==> src/rtl/capPkg.sv <==
package capPkg;

  typedef enum logic [1:0] {
    CAP_IDLE  = 2'd0,
    CAP_ARMED = 2'd1,
    CAP_POST  = 2'd2,
    CAP_DONE  = 2'd3
  } capState_t;

  // strobes from control to datapath, one cycle each
  typedef struct packed {
    logic clearAll;     // reset pointer, wrap flag and counter for a new run
    logic writeSample;  // store sampleData at the write pointer
    logic markTrig;     // current write is the trigger sample
    logic loadCnt;      // load the post-trigger counter
    logic decCnt;       // count one post-trigger sample
  } capStrobes_t;

endpackage

==> src/rtl/capTrigSync.sv <==
module capTrigSync #(
  parameter int SYNC_STAGES = 2
) (
  input  logic clk,
  input  logic rstN,
  input  logic asyncIn,
  output logic riseEdge
);
  localparam int MSB = SYNC_STAGES - 1;

  logic [MSB:0] chain;
  logic         lastLevel;

  always_ff @(posedge clk) begin
    if (!rstN) begin
      chain     <= '0;
      lastLevel <= 1'b0;
    end else begin
      chain     <= {chain[MSB-1:0], asyncIn};
      lastLevel <= chain[MSB];
    end
  end

  assign riseEdge = chain[MSB] & ~lastLevel;
endmodule

==> src/rtl/capCtrl.sv <==
module capCtrl
  import capPkg::*;
(
  input  logic        clk,
  input  logic        rstN,
  input  logic        startCmd,
  input  logic        sampleValid,
  input  logic        trigEdge,
  input  logic        cntOne,
  input  logic        delayZero,
  output capStrobes_t strobes,
  output logic        busy,
  output logic        done
);
  capState_t state, stateNext;
  logic      trigPending, trigPendingNext;
  logic      acceptTrig;

  assign acceptTrig = (state == CAP_ARMED) && sampleValid && (trigPending || trigEdge);

  always_comb begin
    stateNext       = state;
    trigPendingNext = trigPending;
    strobes         = '0;
    unique case (state)
      CAP_IDLE, CAP_DONE: begin
        if (startCmd) begin
          strobes.clearAll = 1'b1;
          trigPendingNext  = 1'b0;
          stateNext        = CAP_ARMED;
        end
      end
      CAP_ARMED: begin
        strobes.writeSample = sampleValid;
        if (acceptTrig) begin
          strobes.markTrig = 1'b1;
          trigPendingNext  = 1'b0;
          if (delayZero) begin
            stateNext = CAP_DONE;
          end else begin
            strobes.loadCnt = 1'b1;
            stateNext       = CAP_POST;
          end
        end else if (trigEdge) begin
          trigPendingNext = 1'b1;
        end
      end
      CAP_POST: begin
        strobes.writeSample = sampleValid;
        strobes.decCnt      = sampleValid;
        if (sampleValid && cntOne) stateNext = CAP_DONE;
      end
      default: stateNext = CAP_IDLE;
    endcase
  end

  always_ff @(posedge clk) begin
    if (!rstN) begin
      state       <= CAP_IDLE;
      trigPending <= 1'b0;
    end else begin
      state       <= stateNext;
      trigPending <= trigPendingNext;
    end
  end

  assign busy = (state == CAP_ARMED) || (state == CAP_POST);
  assign done = (state == CAP_DONE);
endmodule

==> src/rtl/capDatapath.sv <==
module capDatapath
  import capPkg::*;
#(
  parameter int DATA_W = 12,
  parameter int ADDR_W = 5,
  parameter int CNT_W  = 8
) (
  input  logic              clk,
  input  logic              rstN,
  input  capStrobes_t       strobes,
  input  logic [DATA_W-1:0] sampleData,
  input  logic [CNT_W-1:0]  postDelay,
  input  logic [ADDR_W-1:0] rdAddr,
  output logic [DATA_W-1:0] rdData,
  output logic [ADDR_W-1:0] wrPtr,
  output logic [ADDR_W-1:0] trigIdx,
  output logic              wrapped,
  output logic              cntOne,
  output logic              delayZero
);
  localparam int DEPTH = 1 << ADDR_W;
  localparam logic [ADDR_W-1:0] LAST_ADDR = ADDR_W'(DEPTH - 1);

  logic [DATA_W-1:0] mem [DEPTH];
  logic [CNT_W-1:0]  remain;

  always_ff @(posedge clk) begin
    if (strobes.writeSample) mem[wrPtr] <= sampleData;
    rdData <= mem[rdAddr];
  end

  always_ff @(posedge clk) begin
    if (!rstN) begin
      wrPtr   <= '0;
      trigIdx <= '0;
      wrapped <= 1'b0;
      remain  <= '0;
    end else begin
      if (strobes.clearAll) begin
        wrPtr   <= '0;
        wrapped <= 1'b0;
        remain  <= '0;
      end else begin
        if (strobes.writeSample) begin
          wrPtr <= wrPtr + 1'b1;
          if (wrPtr == LAST_ADDR) wrapped <= 1'b1;
        end
        if (strobes.markTrig) trigIdx <= wrPtr;
        if (strobes.loadCnt) remain <= postDelay;
        else if (strobes.decCnt) remain <= remain - 1'b1;
      end
    end
  end

  assign cntOne    = (remain == CNT_W'(1));
  assign delayZero = (postDelay == '0);
endmodule

==> src/rtl/preTrigCapture.sv <==
module preTrigCapture
  import capPkg::*;
#(
  parameter int DATA_W      = 12,
  parameter int ADDR_W      = 5,
  parameter int CNT_W       = 8,
  parameter int SYNC_STAGES = 2
) (
  input  logic              clk,
  input  logic              rstN,
  input  logic              startCmd,
  input  logic              sampleValid,
  input  logic [DATA_W-1:0] sampleData,
  input  logic              trigAsync,
  input  logic [CNT_W-1:0]  postDelay,
  input  logic [ADDR_W-1:0] rdAddr,
  output logic [DATA_W-1:0] rdData,
  output logic [ADDR_W-1:0] wrAddr,
  output logic              wrEn,
  output logic              busy,
  output logic              done,
  output logic              wrapped,
  output logic [ADDR_W-1:0] trigIndex,
  output logic [ADDR_W-1:0] oldestIndex
);
  capStrobes_t strobes;
  logic        trigEdge;
  logic        cntOne;
  logic        delayZero;
  logic [ADDR_W-1:0] wrPtr;

  capTrigSync #(.SYNC_STAGES(SYNC_STAGES)) sync_i (
    .clk      (clk),
    .rstN     (rstN),
    .asyncIn  (trigAsync),
    .riseEdge (trigEdge)
  );

  capCtrl ctrl_i (
    .clk         (clk),
    .rstN        (rstN),
    .startCmd    (startCmd),
    .sampleValid (sampleValid),
    .trigEdge    (trigEdge),
    .cntOne      (cntOne),
    .delayZero   (delayZero),
    .strobes     (strobes),
    .busy        (busy),
    .done        (done)
  );

  capDatapath #(.DATA_W(DATA_W), .ADDR_W(ADDR_W), .CNT_W(CNT_W)) dp_i (
    .clk        (clk),
    .rstN       (rstN),
    .strobes    (strobes),
    .sampleData (sampleData),
    .postDelay  (postDelay),
    .rdAddr     (rdAddr),
    .rdData     (rdData),
    .wrPtr      (wrPtr),
    .trigIdx    (trigIndex),
    .wrapped    (wrapped),
    .cntOne     (cntOne),
    .delayZero  (delayZero)
  );

  assign wrAddr      = wrPtr;
  assign oldestIndex = wrPtr;
  assign wrEn        = strobes.writeSample;
endmodule

==> config.mk <==
export PLATFORM = sky130hd
export DESIGN_NAME = preTrigCapture
export DESIGN_NICKNAME = d
export VERILOG_FILES = /design/src/rtl/capPkg.sv /design/src/rtl/capTrigSync.sv /design/src/rtl/capCtrl.sv /design/src/rtl/capDatapath.sv /design/src/rtl/preTrigCapture.sv
export SDC_FILE = /design/constraint.sdc
export NUM_CORES = 1
export LEC_CHECK = 0
export ABC_AREA = 1
export BUFFER_PORTS_ARGS = -buffer_cell sky130_fd_sc_hd__buf_2
export CAP_MARGIN = 5
export CELL_PAD_IN_SITES_DETAIL_PLACEMENT = 1
export CELL_PAD_IN_SITES_GLOBAL_PLACEMENT = 2
export CORE_MARGIN = 10
export CORE_UTILIZATION = 38
export CTS_CLUSTER_DIAMETER = 120
export CTS_CLUSTER_SIZE = 28
export DETAILED_ROUTE_END_ITERATION = 6
export GPL_TIMING_DRIVEN = 0
export HOLD_SLACK_MARGIN = 0.1
export PLACE_DENSITY_LB_ADDON = 0.1
export REMOVE_ABC_BUFFERS = 1
export SLEW_MARGIN = 20
export SYNTH_ARGS = -nofsm -noshare
export SYNTH_HDL_FRONTEND = slang
export SYNTH_SLANG_ARGS = --single-unit
==> constraint.sdc <==
create_clock -name clk -period 2.29 [get_ports clk]
set_clock_uncertainty 0.2 [all_clocks]
set_input_delay 0.458 -clock clk [delete_from_list [all_inputs] [get_ports clk]]
set_output_delay 0.458 -clock clk [all_outputs]
set_load 0.05 [all_outputs]
==> results.ini, run 1 <==
[sta]
min_period_ns=2.23
tns_ns=0
maxSlewViolCount=0
hold_violations=0
finalSetupViolations=0
fmax_ghz=0.448
worst_pin_slew_ns=1.11
slew_headroom=0.258
fin_crit_sh=0.974

[clocking]
path_clk_slew_ns=0.11
cts_root_buf=clkbuf_16
cts_buffers=19
clk_latency_ns=0.57
cts_tree=done
cts_buffer_depth=3
htreeDepth=1
clock_sinks=421

[setup_path]
cp-start-kind=flop
critical_path_required_ns=2.35
worstSetupEndpointType=flop
path_class=reg -> reg
r2r_cells=4
cp_top_family=simple AND/OR/NAND/NOR gates
crit_fanout=10
path_cells=inv_1 > nand3_1 > nor3_4 > buf_4
slowest_delay_ns=0.46
arrival_ns=2.29
path_buf_inv=2
worst_path_max_delay_cell=dfxtp_1
cp.depth=4

[hold_path]
holdPathStages=5
hold_class=in -> reg

[grt]
grt_max_degree=73
grt_pass1_vias=12100
gr-total-overflow=0
grt_pass1_wl_um=76200
grt_antenna_before_repair=2
grtUsageTotal=0.186

[power_and_ir_drop]
p_leak_nw=7.46
power_density_mw_per_mm2=754
vdd_drop_max_mv=0.565

[drt]
routed_wirelength_um=51800
antenna_left=0
num_vias=11900
drcViolationCount=0
drtIter0Drc=865
drt_first_pass_iters=5
wl_per_cell_um=22.9
viasPerCell=5.25

[finish]
drive_gt1_frac=0.121
layoutNonFillerInstCount=2262
nets=1690
n_fill_cell=4910
diodes=0
area_growth_pct=15.3
final_cell_mix=598 x nand2_1, 384 x edfxtp_1, 322 x nand3_1
final_common_cell=nand2_1

[outcome]
status=complete, no violations

[yosys]
avgSynthCellArea_um2=11.0
synth_largest_area_cell=edfxtp_1
ys_types=22
yosys-top-cells-area=edfxtp_1 66%, nand2_1 13%, nand3_1 9.3%
synth_area_mm2=0.0174
netlist.area_leader.share=0.664
yosys_register_bits=421
syn_inst=1580
synthesis.yosys.warnings=0
synth_seq_area_share=0.707

[floorplanning]
die-height_um=234
die-area_mm2=0.0546
core-area_mm2=0.0453
row_count=78
fp.dieW_um=234
io_pins=61
initial_utilization=0.383

[job]
drv_cap=0

[placement]
portBuffers=60
hpwl_um=27900
place_congestion=0.752
place_inst=2165

==> registers in the layout, summed over array words and instances (netlist names) <==
| register | flops |
|---|---|
| dp_i.mem | 384 |
| dp_i.rdData | 12 |
| dp_i.remain | 8 |
| dp_i.trigIdx | 5 |
| dp_i.wrPtr | 5 |
| ctrl_i.state | 2 |
| sync_i.chain | 2 |
| ctrl_i.trigPending | 1 |
| dp_i.wrapped | 1 |
| sync_i.lastLevel | 1 |
==> worst paths after layout <==
| check | from | end | slack, ns |
|---|---|---|---|
| worst min-delay path | postDelay[1] | dp_i.remain[1] | 0.11 |
| worst max register to register | dp_i.wrPtr[2] | dp_i.mem[27][3] | 0.06 |
| worst min register to register | sync_i.chain[0] | sync_i.chain[1] | 0.23 |
| worst max-delay path | dp_i.wrPtr[2] | dp_i.mem[27][3] | 0.06 |
==> report_power, final <==
group          internal, W  total, W  switching, W
Sequential         0.00856   0.00866      0.000105
Clock              0.00162   0.00405       0.00243
Combinational     0.000702   0.00239       0.00169
==> worst min-delay path, stage by stage <==
cell and delay [ns]:
buf_2 0.09, inv_1 0.07, o21ai_0 0.09, nor2_1 0.09, nor2_1 0.04
==> Yosys cell counts, drive strengths merged <==
| library cell | number |
|---|---|
| buf | 75 |
| nor3 | 5 |
| edfxtp | 384 |
| a21oi | 14 |
| o21bai | 1 |
| a31oi | 1 |
| o21ai | 6 |
| nor2 | 54 |
| clkbuf | 14 |
| nand4 | 2 |
| ha | 10 |
| xor2 | 3 |
| nand2 | 604 |
| nand3 | 323 |
| inv | 47 |
| dfxtp | 37 |
==> through the flow <==
step / hold slack (ns) / cell area (um^2) / total power (W) / utilization / worst slack [ns]
after global routing: 0.147 / 20000 / 0.0157 / 0.442 / -0.0239
after global placement: 0.198 / 17900 / 0.0108 / 0.395 / -7.43
after detailed placement: 0.208 / 18300 / 0.0108 / 0.403 / -1.22
final: 0.111 / 20000 / 0.0151 / 0.442 / 0.0588
after CTS: 0.105 / 19900 / 0.0152 / 0.439 / 0.00511
after floorplan: 0.190 / 16900 / 0.00996 / - / -0.901
==> what timing repair did <==
item | in CTS | in global routing
pin swaps | 28 | 2
gates resized for setup | 53 | 11
gates cloned | 4 | 2
endpoints found under the hold margin | 14 | 0
endpoints found under the setup margin | 390 | 218
hold buffers | 11 | 0
setup buffers | 42 | 5
==> cells by family (layout without fill, tap and decap cells) <==
logic type	after synthesis	in the layout	share of synthesized area
AOI/OAI and AO/OA	22	22	0.00721
xor gates and xnor gates	3	3	0.00151
adders and majority gates	10	10	0.00721
buffers and inverters	136	218	0.0391
DFF	421	421	0.707
and+or+nand+nor	988	988	0.238
==> per-layer routing <==
layer  track usage  share of wire  vias up
li1              -              -     5536
met1         0.255           0.46     6111
met2         0.315           0.48      192
met3        0.0166          0.037       37
met4        0.0387          0.015        0
met5             0              0        -
==> area by class of cell <==
class / count / area, um^2 / area share
clock buffer: 30 / 517 / 0.0258
sequential: 421 / 12300 / 0.613
timing repair inverter: 1 / 8.76 / 0.000438
tap: 600 / 751 / 0.0375
multi-input combinational: 1023 / 4710 / 0.235
clock inverter: 3 / 43.8 / 0.00219
inverter: 47 / 214 / 0.0107
timing repair buffer: 137 / 1500 / 0.0749
Note: power is estimated with default switching activity, not from simulation.
==> inputs of run 2 (changes only) <==
--- a/config.mk
+++ b/config.mk
@@ -22,4 +22,5 @@
 export SLEW_MARGIN = 20
 export SYNTH_ARGS = -nofsm -noshare
 export SYNTH_HDL_FRONTEND = slang
+export SYNTH_HIERARCHICAL = 1
 export SYNTH_SLANG_ARGS = --single-unit
==> run 2 against run 1 <==
  * Via count fell by 2.4%
  * Cell count fell by 1.4%
  * Global-route usage fell by 0.70 points
  * Core utilization rose by 0.35 points
  * Register-to-register slack got worse by 0.05 ns
  * Sequential cell count did not move
  * Sequential power barely moved
  * Synthesized cell count fell by 2.2%
  * Cell area fell by 0.92%
==> results.ini, run 2 <==
[drt]
routed_wirelength_um=49500  ; -4.5%
num_vias=11600  ; -2.4%
drt_first_pass_iters=5  ; unchanged
antenna_left=0  ; unchanged
wl_per_cell_um=22.2  ; -3.1%
drtIter0Drc=784  ; -9.4%
drcViolationCount=0  ; unchanged
viasPerCell=5.19  ; -1.1%

[floorplanning]
core-area_mm2=0.0445  ; -1.7%
fp.dieW_um=233  ; -0.33%
row_count=77  ; -1.3%
initial_utilization=0.387  ; +0.00382
die-height_um=233  ; -0.33%
die-area_mm2=0.0543  ; -0.66%
io_pins=61  ; unchanged

[placement]
place_inst=2134  ; -1.4%
place_congestion=0.742  ; -1.4%
place_ws_ns=-0.991  ; +0.234 ns
portBuffers=60  ; unchanged
hpwl_um=28100  ; +0.67%

[yosys]
syn_inst=1546  ; -2.2%
avgSynthCellArea_um2=11.1  ; +1.5%
synth_edf_count=384  ; unchanged
yosys-top-cells-area=edfxtp_1 67%, nand2_1 13%, nand3_1 8.6%
ys_top_cells_by_count=583 x nand2_1, 384 x edfxtp_1, 297 x nand3_1, 44 x nor2_1, 41 x inv_1
netlist.area_leader.share=0.669  ; +0.00487
synthesis.yosys.warnings=6  ; +6
synth_seq_area_share=0.712  ; +0.00519
yosysMostFrequentCell=nand2_1
ys_types=28  ; +27%
synth_area_mm2=0.0172  ; -0.73%
synthArstFlopShare=0  ; unchanged
synth_largest_area_cell=edfxtp_1
synthFlopType=edfxtp_1
yosys_register_bits=421  ; unchanged

[clocking]
clk_latency_ns=0.55  ; -0.02 ns
path_clk_slew_ns=0.11  ; about the same
cts_buffer_depth=3  ; unchanged
htreeDepth=1  ; unchanged
clock_sinks=421  ; unchanged
cts_tree=done
cts_root_buf=clkbuf_16
cts_buffers=19  ; unchanged

[finish]
top_register=dp_i/mem
diodes=0  ; unchanged
reg_top3=dp_i/mem: 384 flops, dp_i/rdData: 12 flops, dp_i/remain: 8 flops
n_fill_cell=4810  ; -2.0%
post-route-util=0.446  ; +0.00355
layoutNonFillerInstCount=2231  ; -1.4%
nets=1667  ; -1.4%
area_growth_pct=15.1
final_cell_mix=578 x nand2_1, 384 x edfxtp_1, 297 x nand3_1
final_common_cell=nand2_1
seqCellArea_mm2=0.0123  ; about the same
multi_input_area_mm2=0.00459  ; -2.4%
largest_reg_flops=384  ; unchanged
drive_gt1_frac=0.128  ; +0.00658

[sta]
min_period_ns=2.28  ; +0.0453 ns
slew_headroom=0.345  ; +0.0870
holdWs_ns=0.212  ; +0.101 ns
rsz0062_at_grt=true
finalSetupViolations=0  ; unchanged
fmax_ghz=0.439  ; -2.0%
fin_ws_ns=0.0135  ; -0.0453 ns
hold_violations=0  ; unchanged
tns_ns=0  ; unchanged
fin_crit_sh=0.994  ; +0.0198
worst_pin_slew_ns=0.981  ; -0.130 ns
maxSlewViolCount=0  ; unchanged

[grt]
grt_pass1_wl_um=73300  ; -3.8%
grt_pass1_vias=11700  ; -3.2%
busiest_layer=met2
grt_max_degree=113  ; +55%
globalRouteMet1Util=0.242  ; -0.0132
grtUsageTotal=0.179  ; -0.00698
use_met3=0.0178  ; +0.00114
gr-total-overflow=0  ; unchanged
grt_antenna_before_repair=0  ; -2
grt_util_met2=0.303  ; -0.0118

[power_and_ir_drop]
power_density_mw_per_mm2=760  ; +0.72%
vdd_drop_max_mv=0.474  ; -16%
p_leak_nw=7.41  ; -0.70%

[hold_path]
hold_class=in -> reg

[outcome]
status=complete, no violations

[job]
drv_cap=0  ; unchanged

[setup_path]
path_class=reg -> reg
arrival_ns=2.33  ; +0.04 ns
critical_path_required_ns=2.34  ; about the same
worstSetupEndpointType=flop
crit_fanout=10  ; unchanged
cp-start-kind=flop

## run 2: cell count changes after synthesis, moves of 2 or more
cell      delta
nor3_1       +3
o211ai_1     +2
nand2_1     -20
nand3_1     -26
nor2_1      -10
nor4_1       +4
clkinv_1     +2
a21oi_1      +2
o21ai_0      +9
a31oi_1      +3
a22oi_1      +2
inv_1        -4
buf_4        -3
## run 2: what timing repair did
action,4_1_cts,5_1_grt
pin swaps,29,4
setup endpoints to repair,407,91
hold buffers,12,0
endpoints found under the hold margin,21,0
resized for setup,50,12
buffers inserted,44,5
gates cloned,1,2
## run 2: area by class of cell
cell class / count / share of cell area
Tap cell: 592 / 0.0373
Sequential cell: 421 / 0.619
Inverter: 46 / 0.00990
Clock buffer: 31 / 0.0262
Multi-Input combinational cell: 992 / 0.232
Timing Repair Buffer: 147 / 0.0744
Clock inverter: 2 / 0.00158
## run 2: per-layer routing
layer  part of all wire  up-vias
met5                  0        -
met4              0.018        0
met3              0.033       42
met2               0.49      181
met1               0.46     5905
li1                   -     5461
## run 2: logic make-up (layout without fill, tap and decap cells)
group           after synthesis  after routing  synth area share
flops                       421            421             0.712
fa+ha+maj                    10             10           0.00726
buf+inv                     133            226            0.0386
xor+xnor                      2              2           0.00102
simple gates                940            940             0.228
compound gates               40             40            0.0127
## run 2: final timing paths
kind / from / slack (ns) / to / cells after the start
hold reg to reg: sync_i/chain[0] / 0.22 / sync_i/chain[1] / 2
setup / recovery: ctrl_i/state[0] / 0.01 / dp_i/mem[1][7] / 6
hold / removal: startCmd / 0.21 / ctrl_i/trigPending / 6
setup reg to reg: ctrl_i/state[0] / 0.01 / dp_i/mem[1][7] / 6
## run 2: where the power goes
| part | internal [W] | leakage (nW) | switching [W] |
|---|---|---|---|
| logic | 0.000702 | 3.39 | 0.00170 |
| registers | 0.00857 | 3.76 | 0.0000971 |
| clock network | 0.00162 | 0.264 | 0.00238 |
| total | 0.0109 | 7.41 | 0.00418 |
## run 2: critical path: stages (launching register included)
cell and delay, ns:
dfxtp_2 0.36, inv_2 0.05, ha_4 0.24, nor2_4 0.22
nand2_2 0.33, nor2_2 0.34, buf_6 0.23
## run 2: stage by stage
step                      power, W  area (um^2)
after floorplan            0.00998        16700
after global placement      0.0108        17800
after detailed placement    0.0109        18200
after CTS                   0.0151        19700
after global routing        0.0157        19800
final                       0.0151        19800
==> inputs of run 3 (changes only) <==
--- a/config.mk
+++ b/config.mk
@@ -11,7 +11,7 @@
 export CELL_PAD_IN_SITES_DETAIL_PLACEMENT = 1
 export CELL_PAD_IN_SITES_GLOBAL_PLACEMENT = 2
 export CORE_MARGIN = 10
-export CORE_UTILIZATION = 38
+export CORE_UTILIZATION = 30
 export CTS_CLUSTER_DIAMETER = 120
 export CTS_CLUSTER_SIZE = 28
 export DETAILED_ROUTE_END_ITERATION = 6
==> run 3 against run 2 <==
  * Combinational power barely moved
  * Critical path type is now reg -> out
  * Critical endpoint is now wrEn
  * Global-route usage fell by 2.7 points
  * Cell count rose by 6.8%
  * Hold slack got worse by 0.074 ns
  * Highest routed layer unchanged
==> results.ini, run 3 (synthesized netlist as in run 2, its figures left out) <==
[finish]
drive_gt1_frac=0.122  ; -0.00513
post-route-util=0.352  ; -0.0939
n_fill_cell=6202  ; +29%
area_growth_pct=15.6
final_common_cell=nand2_1
final_cell_mix=578 x nand2_1, 384 x edfxtp_1, 297 x nand3_1
reg_top3=dp_i/mem: 384 flops, dp_i/rdData: 12 flops, dp_i/remain: 8 flops
nets=1653  ; -0.84%
finalInstanceArea_mm2=0.0199  ; +0.37%
top_register=dp_i/mem
largest_reg_flops=384  ; unchanged

[floorplanning]
die-height_um=260  ; +11%
die-area_mm2=0.0674  ; +24%
fp.dieW_um=260  ; +11%
io_pins=61  ; unchanged
initial_utilization=0.304  ; -0.0827
core-area_mm2=0.0566  ; +27%
row_count=87  ; +13%

[drt]
drt_first_pass_iters=5  ; unchanged
drcViolationCount=0  ; unchanged
routed_wirelength_um=52000  ; +5.0%
wl_per_cell_um=21.8  ; -1.7%
num_vias=11400  ; -1.9%
drtIter0Drc=610  ; -22%
viasPerCell=4.77  ; -8.1%
antenna_left=0  ; unchanged

[job]
drv_cap=0  ; unchanged

[grt]
grt_max_degree=59  ; -48%
grt_pass1_vias=11600  ; -0.70%
grt_antenna_before_repair=1  ; +1
grtUsageTotal=0.152  ; -0.0267
gr-total-overflow=0  ; unchanged
grt_pass1_wl_um=76700  ; +4.6%

[setup_path]
cp-start-kind=flop
worstSetupEndpointType=primary output
critical_path_required_ns=1.63  ; -0.71 ns
r2r_start=ctrl_i/state[0]
r2r_cells=8  ; +2
rrSetupSlack_ns=0.07  ; +0.05 ns
path_class=reg -> out
crit_fanout=3  ; -7
r2r_end=dp_i/mem[1][9]
arrival_ns=1.57  ; -0.76 ns

[outcome]
status=complete, no violations

[hold_path]
holdPathStages=6  ; unchanged
holdCritStartpoint=startCmd
hold_end=dp_i/remain[1]
hold_class=in -> reg

[power_and_ir_drop]
power_density_mw_per_mm2=766  ; +0.77%
swShare=0.280  ; +0.00306
p_leak_nw=7.37  ; -0.51%
p_int_w=0.0110  ; +0.72%
p_sw_w=0.00427  ; +2.3%
p_clk_frac=0.272  ; +0.006
vdd_drop_max_mv=0.491  ; +3.7%
seqPwrFrac=0.569  ; -0.006
pwr-share-comb=0.159  ; about the same

[clocking]
cts_root_buf=clkbuf_16
clock_sinks=421  ; unchanged
path_clk_slew_ns=0.10  ; about the same
htreeDepth=1  ; unchanged
cts_buffers=19  ; unchanged
cts_tree=done
clk_latency_ns=0.57  ; +0.02 ns
cts_buffer_depth=3  ; unchanged

[sta]
slew_headroom=0.362  ; +0.0171
finalSetupViolations=0  ; unchanged
rsz0062_at_grt=true
min_period_ns=2.22  ; -0.0517 ns
tns_ns=0  ; unchanged
fmax_ghz=0.449  ; +2.3%
maxSlewViolCount=0  ; unchanged
fin_crit_sh=0.972  ; -0.0226
worst_pin_slew_ns=0.955  ; -0.0256 ns
hold_violations=0  ; unchanged

[placement]
place_congestion=0.713  ; -3.8%
hpwl_um=29500  ; +4.8%
portBuffers=60  ; unchanged
place_area_mm2=0.0185  ; +1.4%

run 3: cell types whose count changed in the layout (fill, tap and decap cells not counted), sizes merged:
cell / before / now
bufbuf: 1 / 3
diode: 0 / 1
clkbuf: 33 / 32
inv: 45 / 46
buf: 132 / 116
clkinvlp: 1 / 2
run 3: worst max-delay path, cell delays in order, from the launching register on:
cell     delay (ns)
dfxtp_2        0.36
inv_2          0.05
ha_4           0.28
nor2_4         0.04
buf_4          0.13
buf_8          0.14
run 3: what timing repair did:
item / in CTS / in global routing
setup endpoints to repair: 409 / 184
hold endpoints to repair: 22 / 0
hold buffers: 12 / 0
gates resized for setup: 53 / 7
buffers inserted: 27 / 3
pin swaps: 14 / 4
cloned: 5 / 1
run 3: layer usage:
layer	vias to the layer above	part of all wire	GRT usage
met5	-	0	0
met4	0	0.011	0.0221
met3	24	0.026	0.0179
met2	124	0.49	0.263
met1	5786	0.47	0.204
li1	5440	-	-
run 3: cell type report:
type / count / area (um^2) / share of cell area
inverters: 46 / 204 / 0.0102
repair buffers: 132 / 1290 / 0.0647
flip-flops and latches: 421 / 12300 / 0.617
clock buffers: 31 / 542 / 0.0272
diodes: 1 / 2.50 / 0.000126
multi-input cells: 992 / 4610 / 0.231
well taps: 756 / 946 / 0.0475
clock inverters: 3 / 36.3 / 0.00182
repair inverters: 1 / 8.76 / 0.000440
run 3: power groups by stage:
stage	Clock [W]	Combinational, W	Sequential (W)
4_1_cts	0.00433	0.00245	0.00867
5_1_grt	0.00453	0.00269	0.00869
3_3_place_gp	0	0.00202	0.00883
2_1_floorplan	0	0.000961	0.00902
3_5_place_dp	0	0.00206	0.00883
6_report	0.00415	0.00243	0.00866
run 3: how the worst max path moves through the flow:
stage / startpoint / slack, ns / end
after floorplan: ctrl_i/state[0] / -1.22 / dp_i/mem[31][0]
after global placement: rdAddr[0] / -7.78 / dp_i/rdData[2]
after detailed placement: rdAddr[0] / -1.19 / dp_i/rdData[7]
after CTS: ctrl_i/state[0] / 0.04 / wrEn
after global routing: ctrl_i/state[0] / -0.01 / dp_i/mem[2][6]
final: ctrl_i/state[0] / 0.07 / wrEn
run 3: per-stage QoR:
stage	power, W	worst slack [ns]	hold WS [ns]	instances
2_1_floorplan	0.00998	-1.22	0.186	1459
3_3_place_gp	0.0108	-7.78	0.197	2275
6_report	0.0152	0.0651	0.138	2383
4_1_cts	0.0154	0.0401	0.166	2378
5_1_grt	0.0159	-0.0137	0.182	2382
3_5_place_dp	0.0109	-1.19	0.202	2300
